==> src/rtl/sfs_pkg.sv <==
package sfs_pkg;
  localparam int WORD_W  = 32;
  localparam int NREG_W  = 5;
  localparam int NSLOT   = 14;
  localparam int FRAME_W = 11;
  localparam int CNT_W   = $clog2(NSLOT + 1);

  typedef enum logic [2:0] {
    ST_IDLE,
    ST_ARG,
    ST_DOWN,
    ST_SPUPD,
    ST_DONE,
    ST_ERR
  } sfs_state_e;

  typedef struct packed {
    logic               save;
    logic               ra;
    logic               s0;
    logic               s1;
    logic [2:0]         xs;
    logic [2:0]         nargs;
    logic [2:0]         nstat;
    logic [FRAME_W-1:0] frame;
  } sfs_cmd_t;

  // candidate order of the pre-decrement walk
  function automatic logic [NREG_W-1:0] slot_cand(input int i);
    case (i)
      0:       slot_cand = 5'd31;
      1:       slot_cand = 5'd30;
      2:       slot_cand = 5'd23;
      3:       slot_cand = 5'd22;
      4:       slot_cand = 5'd21;
      5:       slot_cand = 5'd20;
      6:       slot_cand = 5'd19;
      7:       slot_cand = 5'd18;
      8:       slot_cand = 5'd17;
      9:       slot_cand = 5'd16;
      10:      slot_cand = 5'd7;
      11:      slot_cand = 5'd6;
      12:      slot_cand = 5'd5;
      default: slot_cand = 5'd4;
    endcase
  endfunction
endpackage

==> src/rtl/sfs_arg_decode.sv <==
module sfs_arg_decode (
  input  logic [3:0] code_i,
  output logic [2:0] nargs_o,
  output logic [2:0] nstat_o,
  output logic       rsvd_o
);
  always_comb begin
    rsvd_o = 1'b0;
    unique case (code_i)
      4'd0, 4'd1, 4'd2, 4'd3, 4'd11: nargs_o = 3'd0;
      4'd4, 4'd5, 4'd6, 4'd7:        nargs_o = 3'd1;
      4'd8, 4'd9, 4'd10:             nargs_o = 3'd2;
      4'd12, 4'd13:                  nargs_o = 3'd3;
      4'd14:                         nargs_o = 3'd4;
      default: begin
        nargs_o = 3'd0;
        rsvd_o  = 1'b1;
      end
    endcase
    unique case (code_i)
      4'd1, 4'd5, 4'd9, 4'd13: nstat_o = 3'd1;
      4'd2, 4'd6, 4'd10:       nstat_o = 3'd2;
      4'd3, 4'd7:              nstat_o = 3'd3;
      4'd11:                   nstat_o = 3'd4;
      default:                 nstat_o = 3'd0;
    endcase
  end
endmodule

==> src/rtl/sfs_frame_size.sv <==
module sfs_frame_size
  import sfs_pkg::*;
(
  input  logic               ext_i,
  input  logic [3:0]         hi_i,
  input  logic [3:0]         lo_i,
  output logic [FRAME_W-1:0] frame_o
);
  always_comb begin
    if (ext_i)              frame_o = {hi_i, lo_i, 3'b000};
    else if (lo_i == 4'd0)  frame_o = FRAME_W'(128);
    else                    frame_o = {4'd0, lo_i, 3'b000};
  end
endmodule

==> src/rtl/sfs_slot_list.sv <==
module sfs_slot_list
  import sfs_pkg::*;
(
  input  logic                         ra_i,
  input  logic                         s0_i,
  input  logic                         s1_i,
  input  logic [2:0]                   xs_i,
  input  logic [2:0]                   nstat_i,
  output logic [NSLOT-1:0][NREG_W-1:0] slot_reg_o,
  output logic [CNT_W-1:0]             n_down_o
);
  logic [NSLOT-1:0] en;

  for (genvar i = 0; i < NSLOT; i++) begin : g_en
    if (i == 0) begin : g_ra
      assign en[i] = ra_i;
    end else if (i <= 7) begin : g_xs
      // count N keeps the tail of the extra list
      assign en[i] = (4'(i) >= (4'd8 - {1'b0, xs_i}));
    end else if (i == 8) begin : g_s1
      assign en[i] = s1_i;
    end else if (i == 9) begin : g_s0
      assign en[i] = s0_i;
    end else begin : g_st
      assign en[i] = (3'(i - 10) < nstat_i);
    end
  end

  always_comb begin
    logic [CNT_W-1:0] cnt;
    cnt        = '0;
    slot_reg_o = '0;
    for (int i = 0; i < NSLOT; i++) begin
      if (en[i]) begin
        slot_reg_o[cnt] = slot_cand(i);
        cnt             = cnt + CNT_W'(1);
      end
    end
    n_down_o = cnt;
  end
endmodule

==> src/rtl/sfs_ctrl.sv <==
module sfs_ctrl
  import sfs_pkg::*;
#(
  parameter int AW = 32
) (
  input  logic                         clk_i,
  input  logic                         rst_ni,
  input  logic                         start_i,
  input  logic                         rsvd_i,
  input  sfs_cmd_t                     cmd_d_i,
  input  logic [AW-1:0]                sp_i,
  input  logic [NSLOT-1:0][NREG_W-1:0] slot_reg_i,
  input  logic [CNT_W-1:0]             n_down_i,
  input  logic                         mem_ready_i,
  output sfs_cmd_t                     cmd_q_o,
  output logic                         mem_valid_o,
  output logic                         mem_we_o,
  output logic [AW-1:0]                mem_addr_o,
  output logic [NREG_W-1:0]            reg_sel_o,
  output logic                         rf_we_o,
  output logic                         sp_we_o,
  output logic [AW-1:0]                sp_wdata_o,
  output logic                         done_o,
  output logic                         err_o
);
  localparam logic [AW-1:0] WSTEP = AW'(4);

  sfs_state_e       state_q;
  sfs_cmd_t         cmd_q;
  logic [AW-1:0]    sp_q, ptr_q;
  logic [CNT_W-1:0] idx_q;
  logic [AW-1:0]    fext_q, fext_d;
  logic             walk_end;

  assign fext_q   = AW'(cmd_q.frame);
  assign fext_d   = AW'(cmd_d_i.frame);
  assign walk_end = (idx_q == n_down_i);
  assign cmd_q_o  = cmd_q;

  always_comb begin
    mem_valid_o = 1'b0;
    mem_we_o    = 1'b0;
    mem_addr_o  = ptr_q - WSTEP;
    reg_sel_o   = '0;
    rf_we_o     = 1'b0;
    sp_we_o     = 1'b0;
    done_o      = 1'b0;
    err_o       = 1'b0;
    sp_wdata_o  = cmd_q.save ? (sp_q - fext_q) : (sp_q + fext_q);
    unique case (state_q)
      ST_ARG: begin
        mem_valid_o = 1'b1;
        mem_we_o    = 1'b1;
        mem_addr_o  = sp_q + AW'({idx_q, 2'b00});
        reg_sel_o   = NREG_W'(4) + NREG_W'(idx_q);
      end
      ST_DOWN: begin
        if (!walk_end) begin
          mem_valid_o = 1'b1;
          mem_we_o    = cmd_q.save;
          reg_sel_o   = slot_reg_i[idx_q];
          rf_we_o     = !cmd_q.save && mem_ready_i;
        end
      end
      ST_SPUPD: sp_we_o = 1'b1;
      ST_DONE:  done_o  = 1'b1;
      ST_ERR:   err_o   = 1'b1;
      default: ;
    endcase
  end

  always_ff @(posedge clk_i or negedge rst_ni) begin
    if (!rst_ni) begin
      state_q <= ST_IDLE;
      cmd_q   <= '0;
      sp_q    <= '0;
      ptr_q   <= '0;
      idx_q   <= '0;
    end else begin
      unique case (state_q)
        ST_IDLE: begin
          if (start_i) begin
            cmd_q <= cmd_d_i;
            sp_q  <= sp_i;
            ptr_q <= cmd_d_i.save ? sp_i : (sp_i + fext_d);
            idx_q <= '0;
            if (rsvd_i)                                  state_q <= ST_ERR;
            else if (cmd_d_i.save && cmd_d_i.nargs != 0) state_q <= ST_ARG;
            else                                         state_q <= ST_DOWN;
          end
        end
        ST_ARG: begin
          if (mem_ready_i) begin
            if (idx_q == CNT_W'(cmd_q.nargs) - CNT_W'(1)) begin
              idx_q   <= '0;
              state_q <= ST_DOWN;
            end else begin
              idx_q <= idx_q + CNT_W'(1);
            end
          end
        end
        ST_DOWN: begin
          if (walk_end) begin
            state_q <= ST_SPUPD;
          end else if (mem_ready_i) begin
            ptr_q <= ptr_q - WSTEP;
            idx_q <= idx_q + CNT_W'(1);
          end
        end
        ST_SPUPD: state_q <= ST_DONE;
        default:  state_q <= ST_IDLE;
      endcase
    end
  end
endmodule

==> src/rtl/stack_frame_seq.sv <==
module stack_frame_seq
  import sfs_pkg::*;
#(
  parameter int AW   = 32,
  parameter int XLEN = 32
) (
  input  logic              clk_i,
  input  logic              rst_ni,
  input  logic              start_i,
  input  logic              save_i,
  input  logic              ext_i,
  input  logic              ra_i,
  input  logic              s0_i,
  input  logic              s1_i,
  input  logic [2:0]        xs_cnt_i,
  input  logic [3:0]        arg_code_i,
  input  logic [3:0]        frame_hi_i,
  input  logic [3:0]        frame_lo_i,
  input  logic [AW-1:0]     sp_i,
  output logic              sp_we_o,
  output logic [AW-1:0]     sp_wdata_o,
  output logic              mem_valid_o,
  input  logic              mem_ready_i,
  output logic              mem_we_o,
  output logic [AW-1:0]     mem_addr_o,
  output logic [WORD_W-1:0] mem_wdata_o,
  input  logic [WORD_W-1:0] mem_rdata_i,
  output logic [NREG_W-1:0] rf_raddr_o,
  input  logic [WORD_W-1:0] rf_rdata_i,
  output logic              rf_we_o,
  output logic [NREG_W-1:0] rf_waddr_o,
  output logic [XLEN-1:0]   rf_wdata_o,
  output logic              done_o,
  output logic              err_o
);
  logic [3:0]                   code_eff;
  logic [2:0]                   nargs, nstat;
  logic                         rsvd;
  logic [FRAME_W-1:0]           frame;
  sfs_cmd_t                     cmd_d, cmd_q;
  logic [NSLOT-1:0][NREG_W-1:0] slot_reg;
  logic [CNT_W-1:0]             n_down;
  logic [NREG_W-1:0]            reg_sel;

  // short form: extension fields read as zero
  assign code_eff = ext_i ? arg_code_i : 4'd0;

  sfs_arg_decode i_arg_decode (
    .code_i  (code_eff),
    .nargs_o (nargs),
    .nstat_o (nstat),
    .rsvd_o  (rsvd)
  );

  sfs_frame_size i_frame_size (
    .ext_i   (ext_i),
    .hi_i    (frame_hi_i),
    .lo_i    (frame_lo_i),
    .frame_o (frame)
  );

  always_comb begin
    cmd_d.save  = save_i;
    cmd_d.ra    = ra_i;
    cmd_d.s0    = s0_i;
    cmd_d.s1    = s1_i;
    cmd_d.xs    = ext_i ? xs_cnt_i : 3'd0;
    cmd_d.nargs = nargs;
    cmd_d.nstat = nstat;
    cmd_d.frame = frame;
  end

  sfs_slot_list i_slot_list (
    .ra_i       (cmd_q.ra),
    .s0_i       (cmd_q.s0),
    .s1_i       (cmd_q.s1),
    .xs_i       (cmd_q.xs),
    .nstat_i    (cmd_q.nstat),
    .slot_reg_o (slot_reg),
    .n_down_o   (n_down)
  );

  sfs_ctrl #(.AW(AW)) i_ctrl (
    .clk_i       (clk_i),
    .rst_ni      (rst_ni),
    .start_i     (start_i),
    .rsvd_i      (rsvd),
    .cmd_d_i     (cmd_d),
    .sp_i        (sp_i),
    .slot_reg_i  (slot_reg),
    .n_down_i    (n_down),
    .mem_ready_i (mem_ready_i),
    .cmd_q_o     (cmd_q),
    .mem_valid_o (mem_valid_o),
    .mem_we_o    (mem_we_o),
    .mem_addr_o  (mem_addr_o),
    .reg_sel_o   (reg_sel),
    .rf_we_o     (rf_we_o),
    .sp_we_o     (sp_we_o),
    .sp_wdata_o  (sp_wdata_o),
    .done_o      (done_o),
    .err_o       (err_o)
  );

  assign rf_raddr_o  = reg_sel;
  assign rf_waddr_o  = reg_sel;
  assign mem_wdata_o = rf_rdata_i;

  if (XLEN > WORD_W) begin : g_sext
    assign rf_wdata_o = {{(XLEN - WORD_W){mem_rdata_i[WORD_W-1]}}, mem_rdata_i};
  end else begin : g_same
    assign rf_wdata_o = mem_rdata_i[XLEN-1:0];
  end
endmodule

==> config.mk <==
export PLATFORM = sky130hd
export DESIGN_NAME = stack_frame_seq
export DESIGN_NICKNAME = d
export VERILOG_FILES = /design/src/rtl/sfs_pkg.sv /design/src/rtl/sfs_arg_decode.sv /design/src/rtl/sfs_frame_size.sv /design/src/rtl/sfs_slot_list.sv /design/src/rtl/sfs_ctrl.sv /design/src/rtl/stack_frame_seq.sv
export SDC_FILE = /design/constraint.sdc
export NUM_CORES = 1
export LEC_CHECK = 0
export BUFFER_PORTS_ARGS = -buffer_cell sky130_fd_sc_hd__buf_2
export CELL_PAD_IN_SITES_DETAIL_PLACEMENT = 2
export CELL_PAD_IN_SITES_GLOBAL_PLACEMENT = 2
export CORE_ASPECT_RATIO = 1.4
export CORE_MARGIN = 2
export CORE_UTILIZATION = 32
export CTS_CLUSTER_SIZE = 16
export DETAILED_ROUTE_END_ITERATION = 6
export PLACE_DENSITY = 0.9
export RECOVER_POWER = 100
export SLEW_MARGIN = 20
export SYNTH_ARGS = -nofsm -noshare
export SYNTH_HDL_FRONTEND = slang
export SYNTH_SLANG_ARGS = --single-unit
==> constraint.sdc <==
create_clock -name clk_i -period 15.2 [get_ports clk_i]
set_clock_uncertainty 0.1 [all_clocks]
set_input_delay 1.52 -clock clk_i [delete_from_list [all_inputs] [get_ports clk_i]]
set_output_delay 1.52 -clock clk_i [all_outputs]
set_load 0.03 [all_outputs]
==> impl_metrics.env, run 1 <==
export IMPL_status="complete, but fails checks"
export IMPL_violations="max-capacitance violations, max-slew violations"
export IMPL_relSlewSlack_pct=-140.3
export IMPL_gp_congestion=0.9768
export IMPL_grt_pass1_vias=16734
export IMPL_io_pins=264
export IMPL_rows=89
export IMPL_seq_area_um2=2302
export IMPL_yosysTopAreaCellShare_pct=16.71
export IMPL_max_freq_ghz=0.07087
export IMPL_synth_area_per_cell_um2=7.018
export IMPL_ys_seq_area_share_pct=16.71
export IMPL_die_x_um=179.4
export IMPL_first_iter_violations=768
export IMPL_yosysUniqueCellTypes=102
export IMPL_cp_startpoint="i_ctrl.cmd_q_o[18]"
export IMPL_path_clk_slew_ps=90
export IMPL_overflow=0
export IMPL_initial_core_util_pct=32.55
export IMPL_clock_sinks=92
export IMPL_critPathKind="reg -> out"
export IMPL_dp_cells=2494
export IMPL_fillers=5148
export IMPL_htreeDepth=3
export IMPL_crit_fanout=14
export IMPL_period_share_pct=92.83
export IMPL_dr_pass1_iters=5
export IMPL_drv_cap=5
export IMPL_cts_tree="done"
export IMPL_synth_flop_cell="dfrtp_1"
export IMPL_crit_family="adder cells"
export IMPL_port_buffers=135
export IMPL_die_y_um=249.5
export IMPL_synthToLayoutAreaGrowth_pct=5.804
export IMPL_drive_gt1_share_pct=8.045
export IMPL_dp_hpwl_mm=51.45
export IMPL_tns_ps=0
export IMPL_instances_no_fill=2516
export IMPL_wl_mm=63.64
export IMPL_synth_cells=1963
export IMPL_die_area_um2=44750
export IMPL_synth_seq_cells=92
export IMPL_synth_area_leader_cell="dfrtp_1"
export IMPL_setup_viol=0
export IMPL_finalHoldViolCount=0
export IMPL_avgRoutedWirePerCell_um=25.29
export IMPL_cts_root_buffer="clkbuf_16"
export IMPL_worst_slew_pin_slew_ps=3605
export IMPL_reg2reg_from="i_ctrl.cmd_q_o[18]"
export IMPL_drc_errors=0
export IMPL_crit_buf_inv=11
export IMPL_required_ps=13580
export IMPL_synth_area_leaders="dfrtp_1 17%, nand2_1 9.0%, ha_1 8.4%"
export IMPL_synth_edf_count=0
export IMPL_grt_max_degree=61
export IMPL_grt_pass1_wl_mm=97.51
export IMPL_min_path_type="reg -> reg"
export IMPL_grtUsageTotal_pct=28.27
export IMPL_cts_made_buffers=9
export IMPL_grt_antenna_before_repair=8
export IMPL_clock_latency_ps=390
export IMPL_final_util_pct=34.44
export IMPL_min_period_ps=14110
export IMPL_layout_nets=2175
export IMPL_crit_slowest_cell="dfrtp_1"
export IMPL_path_common_cell="ha_1"
export IMPL_slew_violations=259
export IMPL_cts_hold_fix_buffers=0
export IMPL_min_from="i_ctrl.ptr_q[0]"
export IMPL_multiInputGateArea_um2=10270
export IMPL_start_kind="flip-flop"
export IMPL_final_common_cell="nand2_1"
export IMPL_synth_nets=2179
export IMPL_slowest_delay_ps=490
export IMPL_ys_warn_count=0
export IMPL_synthArstFlopShare_pct=100.0
export IMPL_final_cell_mix="328 x nand2_1, 167 x nor2_1, 152 x o21ai_0"
export IMPL_vias_per_cell=6.015
export IMPL_rsz0062_at_grt="false"
export IMPL_clockBufferDepth=2
export IMPL_netlist_area_um2=13780
export IMPL_ant_nets=0
export IMPL_coreArea_um2=42320
export IMPL_critPathCaptureType="output port"
export IMPL_cp_arrival_ps=12490
export IMPL_vias=15133
[Yosys cell counts (7+ instances only)]
master	instances
nand2_1	330
nor2_1	167
o21ai_0	146
a21oi_1	124
xnor2_1	96
ha_1	93
dfrtp_1	92
nand3_1	81
buf_4	76
clkbuf_1	71
inv_1	67
nor3_1	63
xor2_1	45
o22ai_1	41
and2_1	25
and3_1	25
a21o_1	22
o21a_1	21
or3_1	19
a31oi_1	18
mux2i_1	18
a211oi_1	17
nand2b_1	17
nand4_1	17
nor2b_1	17
nor4_1	16
o21ai_1	15
o31ai_1	15
buf_2	14
or2_2	11
a22oi_1	9
o41ai_1	9
buf_1	7
[cell families after synthesis]
family / after synthesis / share of synthesized area [%]
and+or+nand+nor: 818 / 27.33
buffers and inverters: 241 / 8.919
AOI/OAI and AO/OA: 537 / 25.22
DFF: 92 / 16.71
adders and majority gates: 97 / 8.956
muxes: 22 / 1.653
xor gates and xnor gates: 156 / 11.21
[area by class of cell]
cell class | instances | share of cell area [%]
multi-input combinational | 1630 | 70.45
timing repair buffer | 155 | 4.885
clock inverter | 7 | 0.6610
antenna | 6 | 0.1030
sequential | 92 | 15.80
tap | 546 | 4.687
clock buffer | 9 | 1.545
inverter | 71 | 1.871
[metrics by stage]
step | area, um^2 | setup WS, ps | hold WS [ps]
finish | 14580 | 1090 | 393.9
global route | 14570 | 91.12 | 424.0
CTS | 14670 | 727.9 | 398.1
detailed placement | 14340 | 1182 | 374.9
global placement | 14340 | 2108 | 360.2
floorplan | 13780 | 2973 | 345.7
[flip-flops by register name (all words and copies together) (netlist names)]
signal / cells
i_ctrl.ptr_q: 32
i_ctrl.cmd_q_o: 21
i_ctrl.idx_q: 4
i_ctrl.state_q: 3
i_ctrl.sp_q: 32
[metal layers]
layer	vias to the layer above	part of all wire [%]	wire, um	track usage (%)
met4	8	7.2	4557	18.41
met3	210	3.9	2477	4.418
li1	6891	-	-	-
met1	7589	36	22780	28.33
met2	435	53	33770	52.79
met5	-	0.086	55	0
[worst reg2reg max path: cells and delay by family (launching register included)]
family	cells	cell delay, ps
adders and majority gates	13	4040
xor gates and xnor gates	2	390
muxes	4	1010
buffers and inverters	10	2130
AOI/OAI and AO/OA	13	3380
and+or+nand+nor	9	1240
DFF	1	490
[what timing repair did]
| action | 4_1_cts | 5_1_grt |
|---|---|---|
| setup endpoints to repair | 0 | 8 |
| setup buffers | 0 | 0 |
| gates resized for setup | 0 | 5 |
[path summary, 6_finish.rpt]
kind / end / slack, ps / cells past startpoint
max: rf_waddr_o[2] / 1090 / 51
min: i_ctrl.ptr_q[0] / 390 / 2
max reg2reg: i_ctrl.ptr_q[14] / 2240 / 51
min reg2reg: i_ctrl.ptr_q[0] / 390 / 2
max in group asynchronous: i_ctrl.sp_q[10] / 8870 / 2
min in group asynchronous: i_ctrl.ptr_q[31] / 1750 / 1
Power of run 1 is not shown: default switching activity piles up to over one toggle a cycle in this logic, so the estimate is an artifact.
==> run 2: changes to the inputs <==
Settings changed: ABC_AREA from default to 1, CORE_UTILIZATION 32 to 30, SKIP_CTS_REPAIR_TIMING from default to 1.
==> run 2 against run 1 <==
  * The flow still finishes with violations (max-capacitance violations, max-slew violations)
  * Utilization fell by 2.0 points
  * Sequential share of layout area barely moved
  * First-iteration DRC count decreased by 21%
  * Fmax grew 5.9%
  * Via count is 3.5% higher
  * Final cell count rose by 17%
  * Final area grew 0.19%
  * Non-clock buffer count is 11 lower
  * Critical path depth up 7
  * Register-to-register slack lost 180 ps
  * Synthesized cell count grew 17%
  * Sequential cell count unchanged
  * Highest routed layer unchanged
==> impl_metrics.env, run 2 <==
export IMPL_wl_mm=65.37
export IMPL_overflow=0
export IMPL_finalHoldViolCount=0
export IMPL_slowest_delay_ps=630
export IMPL_grt_antenna_before_repair=10
export IMPL_die_y_um=256.6
export IMPL_layout_nets=2537
export IMPL_yosysTopAreaCellShare_pct=18.03
export IMPL_coreArea_um2=45010
export IMPL_crit_slowest_cell="fa_1"
export IMPL_port_buffers=135
export IMPL_clockBufferDepth=2
export IMPL_violations="max-capacitance violations, max-slew violations"
export IMPL_synthArstFlopShare_pct=100.0
export IMPL_crit_buf_inv=17
export IMPL_yosysMostFrequentCell="nand2_1"
export IMPL_synth_nets=2504
export IMPL_rows=92
export IMPL_period_share_pct=87.66
export IMPL_ys_warn_count=0
export IMPL_path_common_cell="inv_1"
export IMPL_synth_area_per_cell_um2=5.978
export IMPL_ant_nets=0
export IMPL_vias_per_cell=5.321
export IMPL_cts_root_buffer="clkbuf_16"
export IMPL_min_period_ps=13320
export IMPL_synth_area_leaders="nand2_1 18%, dfrtp_1 17%, ha_1 8.5%"
export IMPL_worst_slew_pin_slew_ps=4146
export IMPL_synthToLayoutAreaGrowth_pct=6.770
export IMPL_drc_errors=0
export IMPL_path_clk_slew_ps=70
export IMPL_required_ps=13580
export IMPL_synth_edf_count=0
export IMPL_rsz0062_at_grt="false"
export IMPL_final_common_cell="nand2_1"
export IMPL_pre_cts_slack_ps=3045
export IMPL_drv_cap=6
export IMPL_critPathKind="reg -> out"
export IMPL_initial_core_util_pct=30.39
export IMPL_dr_pass1_iters=4
export IMPL_max_freq_ghz=0.07505
export IMPL_setup_viol=0
export IMPL_avgRoutedWirePerCell_um=22.21
export IMPL_cts_made_buffers=9
export IMPL_cp_arrival_ps=11700
export IMPL_netlist_area_um2=13680
export IMPL_fin_ws_ps=1876
export IMPL_gp_congestion=0.9818
export IMPL_synth_area_leader_cell="nand2_1"
export IMPL_grt_pass1_vias=17977
export IMPL_tns_ps=0
export IMPL_crit_fanout=9
export IMPL_status="complete, but fails checks"
export IMPL_grt_max_degree=75
export IMPL_relSlewSlack_pct=-176.4
export IMPL_critPathCaptureType="output port"
export IMPL_slew_violations=308
export IMPL_vias=15661
export IMPL_ys_seq_area_share_pct=16.83
export IMPL_htreeDepth=3
export IMPL_cts_tree="done"
export IMPL_die_area_um2=47340
export IMPL_start_kind="flip-flop"
export IMPL_clock_latency_ps=380
export IMPL_yosysUniqueCellTypes=57
export IMPL_die_x_um=184.5
export IMPL_min_path_type="reg -> reg"
export IMPL_grt_pass1_wl_mm=101.3
export IMPL_dp_hpwl_mm=55.27
export IMPL_crit_family="adder cells"
export IMPL_fillers=5803
export IMPL_final_util_pct=32.44
export IMPL_final_cell_mix="658 x nand2_1, 297 x inv_1, 223 x nor2_1"
export IMPL_synth_seq_cells=92
export IMPL_synth_flop_cell="dfrtp_1"
export IMPL_drive_gt1_share_pct=7.954
export IMPL_io_pins=264
export IMPL_grtUsageTotal_pct=27.95
export IMPL_synth_commonest_cells="657 x nand2_1, 295 x inv_1, 222 x nor2_1"
export IMPL_first_iter_violations=608
export IMPL_clock_sinks=92
export IMPL_synth_cells=2288
==> run 2: changes by cell type after synthesis, sizes merged, moves of 26 or more <==
cell	delta
clkbuf	-31
xor2	+26
a21oi	-54
inv	+248
o22ai	-31
nand3	+109
nor2	+57
xnor2	-75
nand2	+377
==> run 2: worst paths after layout <==
| kind | startpoint | to | slack (ps) | depth (start not counted) |
|---|---|---|---|---|
| max in group asynchronous | rst_ni | i_ctrl.cmd_q_o[20] | 8890 | 2 |
| worst min register to register | i_ctrl.sp_q[0] | i_ctrl.sp_q[0] | 410 | 2 |
| worst max register to register | i_ctrl.cmd_q_o[18] | i_ctrl.ptr_q[9] | 2060 | 59 |
| worst min-delay path | i_ctrl.sp_q[0] | i_ctrl.sp_q[0] | 410 | 2 |
| worst max-delay path | i_ctrl.cmd_q_o[18] | rf_raddr_o[2] | 1880 | 58 |
| min in group asynchronous | rst_ni | i_ctrl.cmd_q_o[9] | 1420 | 1 |
==> run 2: logic make-up after synthesis <==
kind of cell | synth area share [%]
XOR/XNOR | 6.596
flip-flops | 16.83
AND/OR/NAND/NOR | 40.16
AO/OA/AOI/OAI | 12.74
buffers and inverters | 14.49
adder cells (fa/ha/maj) | 8.947
multiplexers | 0.2287
==> run 2: cell type report <==
class / instances / area [um^2] / area share (%)
Inverter: 323 / 1212 / 8.303
Sequential cell: 92 / 2302 / 15.77
Tap cell: 611 / 764.5 / 5.235
Multi-Input combinational cell: 1751 / 9389 / 64.30
Antenna cell: 6 / 15.01 / 0.1028
Clock buffer: 9 / 225.2 / 1.542
Timing Repair Buffer: 144 / 626.9 / 4.293
Clock inverter: 7 / 67.56 / 0.4627
==> run 2: metrics by stage <==
step                hold WS, ps  cells  cell area, um^2
floorplan                 353.0   2288            13680
global placement          376.6   2921            14440
detailed placement        398.7   2921            14440
CTS                       416.7   2937            14730
global route              438.4   2938            14590
finish                    413.4   2943            14600
==> run 2: per-layer routing <==
layer,share of wire [%],up-vias,global-route usage (%)
li1,-,7341,-
met1,36,7743,27.25
met2,53,379,53.47
met3,3.4,190,3.877
met4,7.6,8,18.98
met5,0.064,-,0
==> run 2: worst reg2reg max path, delay by kind of cell, from the launching register on <==
| kind | cells | cell delay, ps |
|---|---|---|
| DFF | 1 | 430 |
| AOI/OAI and AO/OA | 8 | 2120 |
| adders and majority gates | 13 | 3940 |
| buffers and inverters | 17 | 3580 |
| xor gates and xnor gates | 1 | 100 |
| and+or+nand+nor | 20 | 2780 |
Power of run 2 is left out for the same reason.
==> run 3: changes to the inputs <==
Settings changed: PLACE_DENSITY 0.9 to default, PLACE_DENSITY_LB_ADDON from default to 0.12.
Clock period 15.2 ns to 14.15 ns, I/O delays scaled along.
==> run 3 against run 2 <==
  * The flow still finishes with violations (max-capacitance violations, max-slew violations)
  * First-iteration DRC count shrank 11%
  * Global-route usage down 0.36 points
  * Utilization shrank 0.056 points
  * Clock-buffer cell count unchanged
  * Non-clock buffer count did not move
  * Sequential cell count is the same
  * Final area is 0.17% lower
  * Worst hold slack got worse by 10 ps
  * Die area unchanged
  * Worst setup slack worse by 260 ps
  * Highest routed layer unchanged
==> impl_metrics.env, run 3 (synthesis results as in run 2) <==
export IMPL_status="complete, but fails checks"
export IMPL_violations="max-capacitance violations, max-slew violations"
export IMPL_dp_hpwl_mm=54.97
export IMPL_vias=15338
export IMPL_use_met2_pct=54.73
export IMPL_final_util_pct=32.39
export IMPL_instances_no_fill=2941
export IMPL_grtUsageMet1_pct=25.82
export IMPL_htreeDepth=3
export IMPL_final_common_cell="nand2_1"
export IMPL_crit_slowest_cell="fa_1"
export IMPL_synthToLayoutAreaGrowth_pct=6.587
export IMPL_grt_antenna_before_repair=12
export IMPL_finalHoldViolCount=0
export IMPL_critPathKind="reg -> out"
export IMPL_rows=92
export IMPL_required_ps=12640
export IMPL_worst_slew_pin_slew_ps=3283
export IMPL_port_buffers=135
export IMPL_wl_mm=64.52
export IMPL_clockBufferDepth=2
export IMPL_avgRoutedWirePerCell_um=21.94
export IMPL_rsz0062_at_grt="false"
export IMPL_slowest_delay_ps=620
export IMPL_drive_gt1_share_pct=7.957
export IMPL_path_clk_slew_ps=70
export IMPL_min_path_type="reg -> reg"
export IMPL_overflow=0
export IMPL_drv_cap=4
export IMPL_ant_nets=0
export IMPL_setup_viol=0
export IMPL_initial_core_util_pct=30.39
export IMPL_crit_fanout=9
export IMPL_clock_latency_ps=370
export IMPL_start_kind="flip-flop"
export IMPL_critPathCaptureType="output port"
export IMPL_relSlewSlack_pct=-118.9
export IMPL_grt_pass1_wl_mm=98.52
export IMPL_dp_cells=2921
export IMPL_path_common_cell="inv_1"
export IMPL_first_iter_violations=539
export IMPL_drc_errors=0
export IMPL_tns_ps=0
export IMPL_pre_cts_slack_ps=2300
export IMPL_cts_made_buffers=9
export IMPL_clock_sinks=92
export IMPL_die_x_um=184.5
export IMPL_cp_arrival_ps=11020
export IMPL_dr_pass1_iters=4
export IMPL_use_met3_pct=4.488
export IMPL_cts_tree="done"
export IMPL_coreArea_um2=45010
export IMPL_grt_max_degree=75
export IMPL_cts_root_buffer="clkbuf_16"
export IMPL_fin_ws_ps=1613
export IMPL_period_share_pct=88.60
export IMPL_grt_pass1_vias=17157
export IMPL_io_pins=264
export IMPL_final_cell_mix="659 x nand2_1, 297 x inv_1, 223 x nor2_1"
export IMPL_die_area_um2=47340
export IMPL_grtUsageTotal_pct=27.59
export IMPL_max_freq_ghz=0.07977
export IMPL_vias_per_cell=5.215
export IMPL_slew_violations=224
export IMPL_layout_nets=2537
export IMPL_grt_busiest_layer="met2"
export IMPL_gp_congestion=0.9102
export IMPL_min_period_ps=12540
export IMPL_die_y_um=256.6
## run 3: cell count changes in the layout (fill, tap and decap cells not counted)
cell,change
buf_4,+1
clkbuf_1,-1
clkinv_2,+3
clkinv_4,-2
diode_2,-1
inv_6,+1
inv_8,-3
nand2_1,+1
nand2_2,-1
o21ai_0,-7
o21ai_1,+6
o21ai_2,+1
## run 3: area by class of cell
class | count | area [um^2]
antenna | 5 | 12.51
clock buffer | 9 | 225.2
clock inverter | 6 | 40.04
fill | 5842 | 30430
inverter | 323 | 1212
multi-input combinational | 1751 | 9390
sequential | 92 | 2302
tap | 611 | 764.5
timing repair buffer | 144 | 630.6
## run 3: worst max-delay path: cells and delay by family (launching register included)
family,cells,cell delay [ps]
AND/OR/NAND/NOR,17,2110
XOR/XNOR,1,90
buffers and inverters,17,1800
flip-flops,1,430
adder cells (fa/ha/maj),13,3760
AO/OA/AOI/OAI,10,2390
## run 3: worst paths after layout
path	start	end	slack, ps	depth (start not counted)
min in group asynchronous	rst_ni	i_ctrl.sp_q[24]	1700	1
max in group asynchronous	rst_ni	i_ctrl.ptr_q[18]	8150	2
min	i_ctrl.cmd_q_o[15]	i_ctrl.cmd_q_o[15]	400	2
max	i_ctrl.cmd_q_o[18]	rf_raddr_o[2]	1610	58
min reg2reg	i_ctrl.cmd_q_o[15]	i_ctrl.cmd_q_o[15]	400	2
max reg2reg	i_ctrl.cmd_q_o[18]	i_ctrl.ptr_q[24]	2690	59
## run 3: layer usage
layer  part of all wire, %  up-vias
met5                  0.15        -
met4                   6.5       14
met3                   3.3      149
met2                    55      297
met1                    35     7554
li1                      -     7324
## run 3: through the flow
stage,hold slack (ps),area (um^2)
floorplan,353.0,13680
global placement,372.3,14440
detailed placement,393.4,14440
CTS,411.3,14700
global route,434.8,14570
finish,403.0,14580
Power of run 3 is left out for the same reason.
